### src/rtl/spi_cmd_pkg.sv
package spi_cmd_pkg;
  localparam int ADDR_W = 4;
  localparam int BYTE_W = 8;
  localparam int DATA_W = BYTE_W + 1;
  localparam int CNT_W  = $clog2(2 * BYTE_W);
  localparam int REGS   = 1 << ADDR_W;

  typedef enum logic [1:0] {
    OP_WRITE = 2'b00,
    OP_INC   = 2'b01,
    OP_DEC   = 2'b10,
    OP_READ  = 2'b11
  } spiOp_e;

  typedef enum logic [1:0] {
    TX_ONE,
    TX_ERR,
    TX_RDHI,
    TX_SHIFT
  } txSel_e;

  typedef struct packed {
    logic   clrAll;
    logic   shiftIn;
    logic   capHdr;
    logic   capD8;
    logic   txUpd;
    txSel_e txSel;
    logic   errBit;
    logic   fireWr;
    logic   fireInc;
    logic   fireDec;
  } dpCtl_t;
endpackage

### src/rtl/spi_cmd_ctrl.sv
module spi_cmd_ctrl
  import spi_cmd_pkg::*;
#(
  parameter int FULL_SCALE = 256,
  parameter logic [REGS-1:0] RW_MASK = 16'h003F,
  parameter logic [REGS-1:0] WIPER_MASK = 16'h0003
) (
  input  logic              clk,
  input  logic              rstN,
  input  logic              csActive,
  input  logic              sck,
  input  logic              sdi,
  input  logic [4:0]        rxBits,
  input  logic [DATA_W-1:0] rdData,
  output dpCtl_t            ctl,
  output logic              errFlag
);
  localparam logic [DATA_W-1:0] FULL_V = DATA_W'(FULL_SCALE);
  localparam logic [CNT_W-1:0]  HDR_LAST = CNT_W'(BYTE_W - 1);
  localparam logic [CNT_W-1:0]  OP_BIT   = CNT_W'(5);
  localparam logic [CNT_W-1:0]  ERR_BIT  = CNT_W'(6);
  localparam logic [CNT_W-1:0]  CMD_LAST = CNT_W'(2 * BYTE_W - 1);

  logic             sckQ;
  logic [CNT_W-1:0] bitCnt;
  logic             anyRise;
  logic             errQ;
  spiOp_e           opQ;

  logic             rise, fall;
  logic [ADDR_W-1:0] hdrAddr;
  spiOp_e           hdrOp;
  logic             hdrBad;
  logic             shortCmd, readOk, incOk, decOk;

  assign rise     = csActive && sck && !sckQ;
  assign fall     = csActive && !sck && sckQ;
  assign hdrAddr  = rxBits[4:1];
  assign hdrOp    = spiOp_e'({rxBits[0], sdi});
  assign hdrBad   = (hdrOp == OP_INC || hdrOp == OP_DEC) ? !WIPER_MASK[hdrAddr]
                                                         : !RW_MASK[hdrAddr];
  assign shortCmd = (opQ == OP_INC) || (opQ == OP_DEC);
  assign readOk   = (opQ == OP_READ) && !errQ;
  assign incOk    = rdData < FULL_V;
  assign decOk    = (rdData != '0) && (rdData <= FULL_V);
  assign errFlag  = errQ;

  always_comb begin
    ctl        = '0;
    ctl.txSel  = TX_ONE;
    ctl.clrAll = !csActive;
    ctl.errBit = errQ;
    if (rise) begin
      ctl.shiftIn = 1'b1;
      ctl.capHdr  = (bitCnt == OP_BIT);
      ctl.capD8   = (bitCnt == HDR_LAST);
      ctl.fireInc = (bitCnt == HDR_LAST) && (opQ == OP_INC) && !errQ && incOk;
      ctl.fireDec = (bitCnt == HDR_LAST) && (opQ == OP_DEC) && !errQ && decOk;
      ctl.fireWr  = (bitCnt == CMD_LAST) && (opQ == OP_WRITE) && !errQ;
    end
    if (fall && anyRise) begin
      ctl.txUpd = 1'b1;
      if (bitCnt == ERR_BIT)       ctl.txSel = TX_ERR;
      else if (bitCnt == HDR_LAST) ctl.txSel = readOk ? TX_RDHI : TX_ONE;
      else if (bitCnt > HDR_LAST)  ctl.txSel = readOk ? TX_SHIFT : TX_ONE;
      else                         ctl.txSel = TX_ONE;
    end
  end

  always_ff @(posedge clk or negedge rstN) begin
    if (!rstN) begin
      sckQ    <= 1'b0;
      bitCnt  <= '0;
      anyRise <= 1'b0;
      errQ    <= 1'b0;
      opQ     <= OP_WRITE;
    end else begin
      sckQ <= sck;
      if (!csActive) begin
        bitCnt  <= '0;
        anyRise <= 1'b0;
        errQ    <= 1'b0;
      end else if (rise) begin
        anyRise <= 1'b1;
        if (bitCnt == OP_BIT) begin
          opQ <= hdrOp;
          if (hdrBad) errQ <= 1'b1;
        end
        if ((bitCnt == HDR_LAST && shortCmd) || bitCnt == CMD_LAST) bitCnt <= '0;
        else bitCnt <= bitCnt + 1'b1;
      end
    end
  end


  cnt_clear_chk: assert property (@(posedge clk) disable iff (!rstN)
    !csActive |=> (bitCnt == '0 && !errQ));


  err_sticky_chk: assert property (@(posedge clk) disable iff (!rstN)
    (errQ && csActive) |=> errQ);
endmodule

### src/rtl/spi_cmd_dp.sv
module spi_cmd_dp
  import spi_cmd_pkg::*;
(
  input  logic              clk,
  input  logic              rstN,
  input  dpCtl_t            ctl,
  input  logic              sdi,
  input  logic              hvMode,
  input  logic [DATA_W-1:0] rdData,
  output logic [4:0]        rxBits,
  output logic              sdo,
  output logic [ADDR_W-1:0] regAddr,
  output logic              wrStb,
  output logic              incStb,
  output logic              decStb,
  output logic [DATA_W-1:0] wrData,
  output logic              hvCmd
);
  logic [BYTE_W-2:0] rxShift;
  logic [BYTE_W-1:0] txShift;
  logic              d8Q;

  assign rxBits = rxShift[4:0];

  always_ff @(posedge clk or negedge rstN) begin
    if (!rstN) begin
      rxShift <= '0;
      txShift <= '1;
      d8Q     <= 1'b0;
      sdo     <= 1'b1;
      regAddr <= '0;
      wrStb   <= 1'b0;
      incStb  <= 1'b0;
      decStb  <= 1'b0;
      wrData  <= '0;
      hvCmd   <= 1'b0;
    end else begin
      wrStb  <= ctl.fireWr;
      incStb <= ctl.fireInc;
      decStb <= ctl.fireDec;
      if (ctl.shiftIn) rxShift <= {rxShift[BYTE_W-3:0], sdi};
      if (ctl.capHdr) begin
        regAddr <= rxShift[4:1];
        hvCmd   <= hvMode;
      end
      if (ctl.capD8) d8Q <= sdi;
      if (ctl.fireWr) wrData <= {d8Q, rxShift, sdi};
      if (ctl.clrAll) begin
        sdo <= 1'b1;
      end else if (ctl.txUpd) begin
        case (ctl.txSel)
          TX_ERR:  sdo <= ctl.errBit;
          TX_RDHI: begin
            sdo     <= rdData[DATA_W-1];
            txShift <= rdData[BYTE_W-1:0];
          end
          TX_SHIFT: begin
            sdo     <= txShift[BYTE_W-1];
            txShift <= {txShift[BYTE_W-2:0], 1'b1};
          end
          default: sdo <= 1'b1;
        endcase
      end
    end
  end


  one_strobe_chk: assert property (@(posedge clk) disable iff (!rstN)
    $onehot0({wrStb, incStb, decStb}));


  wr_pulse_chk: assert property (@(posedge clk) disable iff (!rstN)
    wrStb |=> !wrStb);


  idle_high_chk: assert property (@(posedge clk) disable iff (!rstN)
    ctl.clrAll |=> sdo);


  addr_hold_chk: assert property (@(posedge clk) disable iff (!rstN)
    !ctl.capHdr |=> $stable(regAddr));
endmodule

### src/rtl/spi_cmd_top.sv
module spi_cmd_top
  import spi_cmd_pkg::*;
#(
  parameter int FULL_SCALE = 256,
  parameter logic [15:0] RW_MASK = 16'h003F,
  parameter logic [15:0] WIPER_MASK = 16'h0003
) (
  input  logic       clk,
  input  logic       rstN,
  input  logic       csActive,
  input  logic       hvMode,
  input  logic       sck,
  input  logic       sdi,
  input  logic [8:0] rdData,
  output logic       sdo,
  output logic [3:0] regAddr,
  output logic       wrStb,
  output logic       incStb,
  output logic       decStb,
  output logic [8:0] wrData,
  output logic       hvCmd,
  output logic       cmdErr
);
  dpCtl_t     ctl;
  logic [4:0] rxBits;

  spi_cmd_ctrl #(
    .FULL_SCALE(FULL_SCALE),
    .RW_MASK(RW_MASK),
    .WIPER_MASK(WIPER_MASK)
  ) uCtrl (
    .clk(clk), .rstN(rstN), .csActive(csActive), .sck(sck), .sdi(sdi),
    .rxBits(rxBits), .rdData(rdData), .ctl(ctl), .errFlag(cmdErr)
  );

  spi_cmd_dp uDp (
    .clk(clk), .rstN(rstN), .ctl(ctl), .sdi(sdi), .hvMode(hvMode),
    .rdData(rdData), .rxBits(rxBits), .sdo(sdo), .regAddr(regAddr),
    .wrStb(wrStb), .incStb(incStb), .decStb(decStb), .wrData(wrData),
    .hvCmd(hvCmd)
  );
endmodule

### config.mk
export PLATFORM = sky130hd
export DESIGN_NAME = spi_cmd_top
export DESIGN_NICKNAME = d
export VERILOG_FILES = /design/src/rtl/spi_cmd_pkg.sv /design/src/rtl/spi_cmd_ctrl.sv /design/src/rtl/spi_cmd_dp.sv /design/src/rtl/spi_cmd_top.sv
export SDC_FILE = /design/constraint.sdc
export NUM_CORES = 1
export LEC_CHECK = 0
export ABC_AREA = 1
export BUFFER_PORTS_ARGS = -buffer_cell sky130_fd_sc_hd__buf_4
export CAP_MARGIN = 20
export CORE_MARGIN = 10
export CORE_UTILIZATION = 56
export DETAILED_ROUTE_END_ITERATION = 16
export PLACE_DENSITY = 0.76
export SYNTH_ARGS = -nofsm -noshare
export SYNTH_HDL_FRONTEND = slang
export SYNTH_SLANG_ARGS = --single-unit
### constraint.sdc
create_clock -name clk -period 2 [get_ports clk]
set_clock_uncertainty 0.05 [all_clocks]
set_input_delay 0.4 -clock clk [delete_from_list [all_inputs] [get_ports clk]]
set_output_delay 0.4 -clock clk [all_outputs]
set_load 0.005 [all_outputs]
==> impl_metrics.env <==
export IMPL_startpoint="uCtrl.bitCnt[0]"
export IMPL_port_buffers=33
export IMPL_synth_flop_cell="dfrtp_1"
export IMPL_grt_use_total_pct=12.8
export IMPL_fin_crit_ns=1.55
export IMPL_synth_cell_type_count=33
export IMPL_via_per_inst=4.84
export IMPL_final_area_sq_mm=0.00249
export IMPL_worstReg2RegStart="uCtrl.bitCnt[0]"
export IMPL_antenna_found_initial=0
export IMPL_die_height_um=81.5
export IMPL_dr_pass1_iters=4
export IMPL_cp_max_fo=17
export IMPL_post_place_ws_ns=0.472
export IMPL_overflow=0
export IMPL_clkTransAtPathRegs_ns=0.08
export IMPL_crit_arrival_ns=1.74
export IMPL_core_area_sq_mm=0.00366
export IMPL_io_pins=34
export IMPL_avgSynthCellArea_sq_um=9.36
export IMPL_finalSetupViolations=0
export IMPL_dieArea_sq_mm=0.00663
export IMPL_vias=1501
export IMPL_peakVddDrop_mv=0.673
export IMPL_place_congestion=0.814
export IMPL_drc=0
export IMPL_rr_worst_depth=7
export IMPL_fill_cells=305
export IMPL_ys_async_sr_fraction_pct=100
export IMPL_reg2reg_to="uDp.wrData[8]"
export IMPL_post_route_period_util_pct=77.7
export IMPL_slew_headroom_pct=65.6
export IMPL_tightest_slew_ns=0.516
export IMPL_final_core_util_pct=68.1
export IMPL_reg2reg_slack_ns=0.45
export IMPL_grt_pass1_wl_mm=6.67
export IMPL_setup_ws_ns=0.447
export IMPL_grt_pass1_vias=1436
export IMPL_place_hpwl_mm=2.95
export IMPL_postCtsSetupBuffers=0
export IMPL_slew_viol_final=0
export IMPL_hold_buffers=0
export IMPL_cp_start_kind="flop"
export IMPL_fmax_ghz=0.644
export IMPL_power_density_mw_per_mm2=754
export IMPL_path_class="flop to flop"
export IMPL_grt_setup_unrepaired="no"
export IMPL_h_tree_depth=2
export IMPL_fin_cells=310
export IMPL_maxCapViolCount=0
export IMPL_clock_sinks=43
export IMPL_hold_violations=0
export IMPL_placed_cells=302
export IMPL_ys_seq_area_share_pct=51.4
export IMPL_status="finished clean"
export IMPL_endpoint_kind="flop"
export IMPL_rows=22
export IMPL_antenna_cells=0
export IMPL_min_path_type="input pin to async pin"
export IMPL_layout_drive_gt1_share_pct=28.6
export IMPL_fin_tns_setup_ns=0
export IMPL_initial_core_util_pct=57.8
export IMPL_clockRootBuffer="clkbuf_8"
export IMPL_synthToLayoutAreaGrowth_pct=17.9
export IMPL_synth_edf_count=0
export IMPL_required_ns=2.18
export IMPL_drt_iter0_drc=112
export IMPL_post_cts_resized=0
export IMPL_cts_tree="done"
export IMPL_grt_max_degree=44
export IMPL_clock_latency_ns=0.29
export IMPL_syn_num_nets=248
export IMPL_ys_seq_elements=43
export IMPL_ant_nets=0
export IMPL_p_leak_nw=1.28
export IMPL_cts_buffer_depth=2
export IMPL_netlist_area_sq_mm=0.00211
export IMPL_syn_inst=226
export IMPL_die_w_um=81.5
export IMPL_drt_total_wl_mm=4.02
export IMPL_yosys_warnings=0
export IMPL_final_nets=283
export IMPL_placed_area_sq_mm=0.00236
export IMPL_crit_path_end="uDp.wrData[8]"
export IMPL_wl_per_cell_um=13.0
export IMPL_cts_buffers=5
[per-layer routing]
metal	vias up	routed length, um	track usage [%]
met2	34	1750	18.1
met3	8	325	5.79
li1	792	-	-
met4	0	77	5.02
met1	667	1870	16.7
met5	-	0	0
[logic make-up after synthesis]
group | after synthesis | synth area share [%]
xor gates and xnor gates | 1 | 0.414
adders and majority gates | 7 | 4.14
buffers and inverters | 40 | 9.70
AOI/OAI and AO/OA | 44 | 13.4
DFF | 43 | 51.4
and+or+nand+nor | 91 | 20.9
[how the worst min path moves through the flow]
stage                     startpoint               to  slack (ns)  cells after the start
after floorplan                 rstN    uCtrl.anyRise        0.05                      0
after global placement          rstN  uCtrl.bitCnt[3]        0.37                      1
after detailed placement        rstN       uCtrl.sckQ        0.37                      1
after CTS                       rstN       uCtrl.sckQ        0.04                      1
after global routing            rstN       uCtrl.sckQ        0.06                      1
final                           rstN       uCtrl.sckQ        0.03                      1
[metrics by stage]
stage | total power [W] | hold slack [ns]
CTS | 0.00190 | 0.0400
floorplan | 0.00104 | 0.0544
finish | 0.00188 | 0.0294
global placement | 0.00111 | 0.370
global route | 0.00196 | 0.0550
detailed placement | 0.00111 | 0.367
[area by class of cell]
class                      instances  area, sq um  area share (%)
tap                               48         60.1            2.41
multi-input combinational        143          822            33.0
sequential                        43         1090            43.6
timing repair buffer              34          255            10.2
clock inverter                     2         60.1            2.41
clock buffer                       6         72.6            2.91
inverter                          34          135            5.42
[cells in the final DEF (no fill, tap or decap), drive strengths merged, types with 6 or more instances in the layout]
cell type  netlist  final
o21ai           32     32
ha               7      7
clkbuf           0      6
nor2            17     17
nand2           57     57
o211ai           8      8
dfrtp           34     34
nand3           11     11
dfstp            9      9
buf              6     34
inv             33     33
[critical path, stage by stage, from the launching register on]
cell     delay (ns)
dfrtp_1        0.41
ha_1           0.29
nand2_4        0.07
nor2_2         0.16
nand3_4        0.22
inv_1          0.16
nand2_1        0.06
nand2_1        0.06
[synthesized netlist by cell type, types with 2 or more instances]
| cell | number | area (sq um) |
|---|---|---|
| nand4_1 | 3 | 18.8 |
| nand2_1 | 54 | 203 |
| inv_1 | 29 | 109 |
| o211ai_1 | 7 | 52.6 |
| o21ai_1 | 11 | 55.1 |
| o21ai_2 | 9 | 78.8 |
| dfstp_2 | 9 | 236 |
| ha_1 | 7 | 87.6 |
| o21ai_0 | 12 | 60.1 |
| buf_6 | 4 | 45.0 |
| inv_2 | 3 | 11.3 |
| nand3_2 | 3 | 30.0 |
| dfrtp_1 | 34 | 851 |
| nand2_4 | 2 | 22.5 |
| nor2_1 | 14 | 52.6 |
| o22ai_1 | 2 | 12.5 |
| nand3_1 | 7 | 35.0 |
[where the power goes]
group	internal (W)	switching (W)
sequential	0.000910	0.0000277
clock	0.000499	0.000292
combinational	0.0000532	0.0000979
total	0.00146	0.000417
[registers in the layout (all words and copies together) (netlist names)]
| signal | count |
|---|---|
| uDp.wrData | 9 |
| uDp.txShift | 8 |
| uDp.rxShift | 7 |
| uCtrl.bitCnt | 4 |
| uDp.regAddr | 4 |
| uCtrl.opQ | 2 |
| uCtrl.anyRise | 1 |
| uCtrl.errFlag | 1 |
| uCtrl.sckQ | 1 |
| uDp.d8Q | 1 |
| uDp.decStb | 1 |
| uDp.hvCmd | 1 |
| uDp.incStb | 1 |
| uDp.sdo | 1 |
| uDp.wrStb | 1 |
Note: power is estimated with default switching activity, not from simulation.
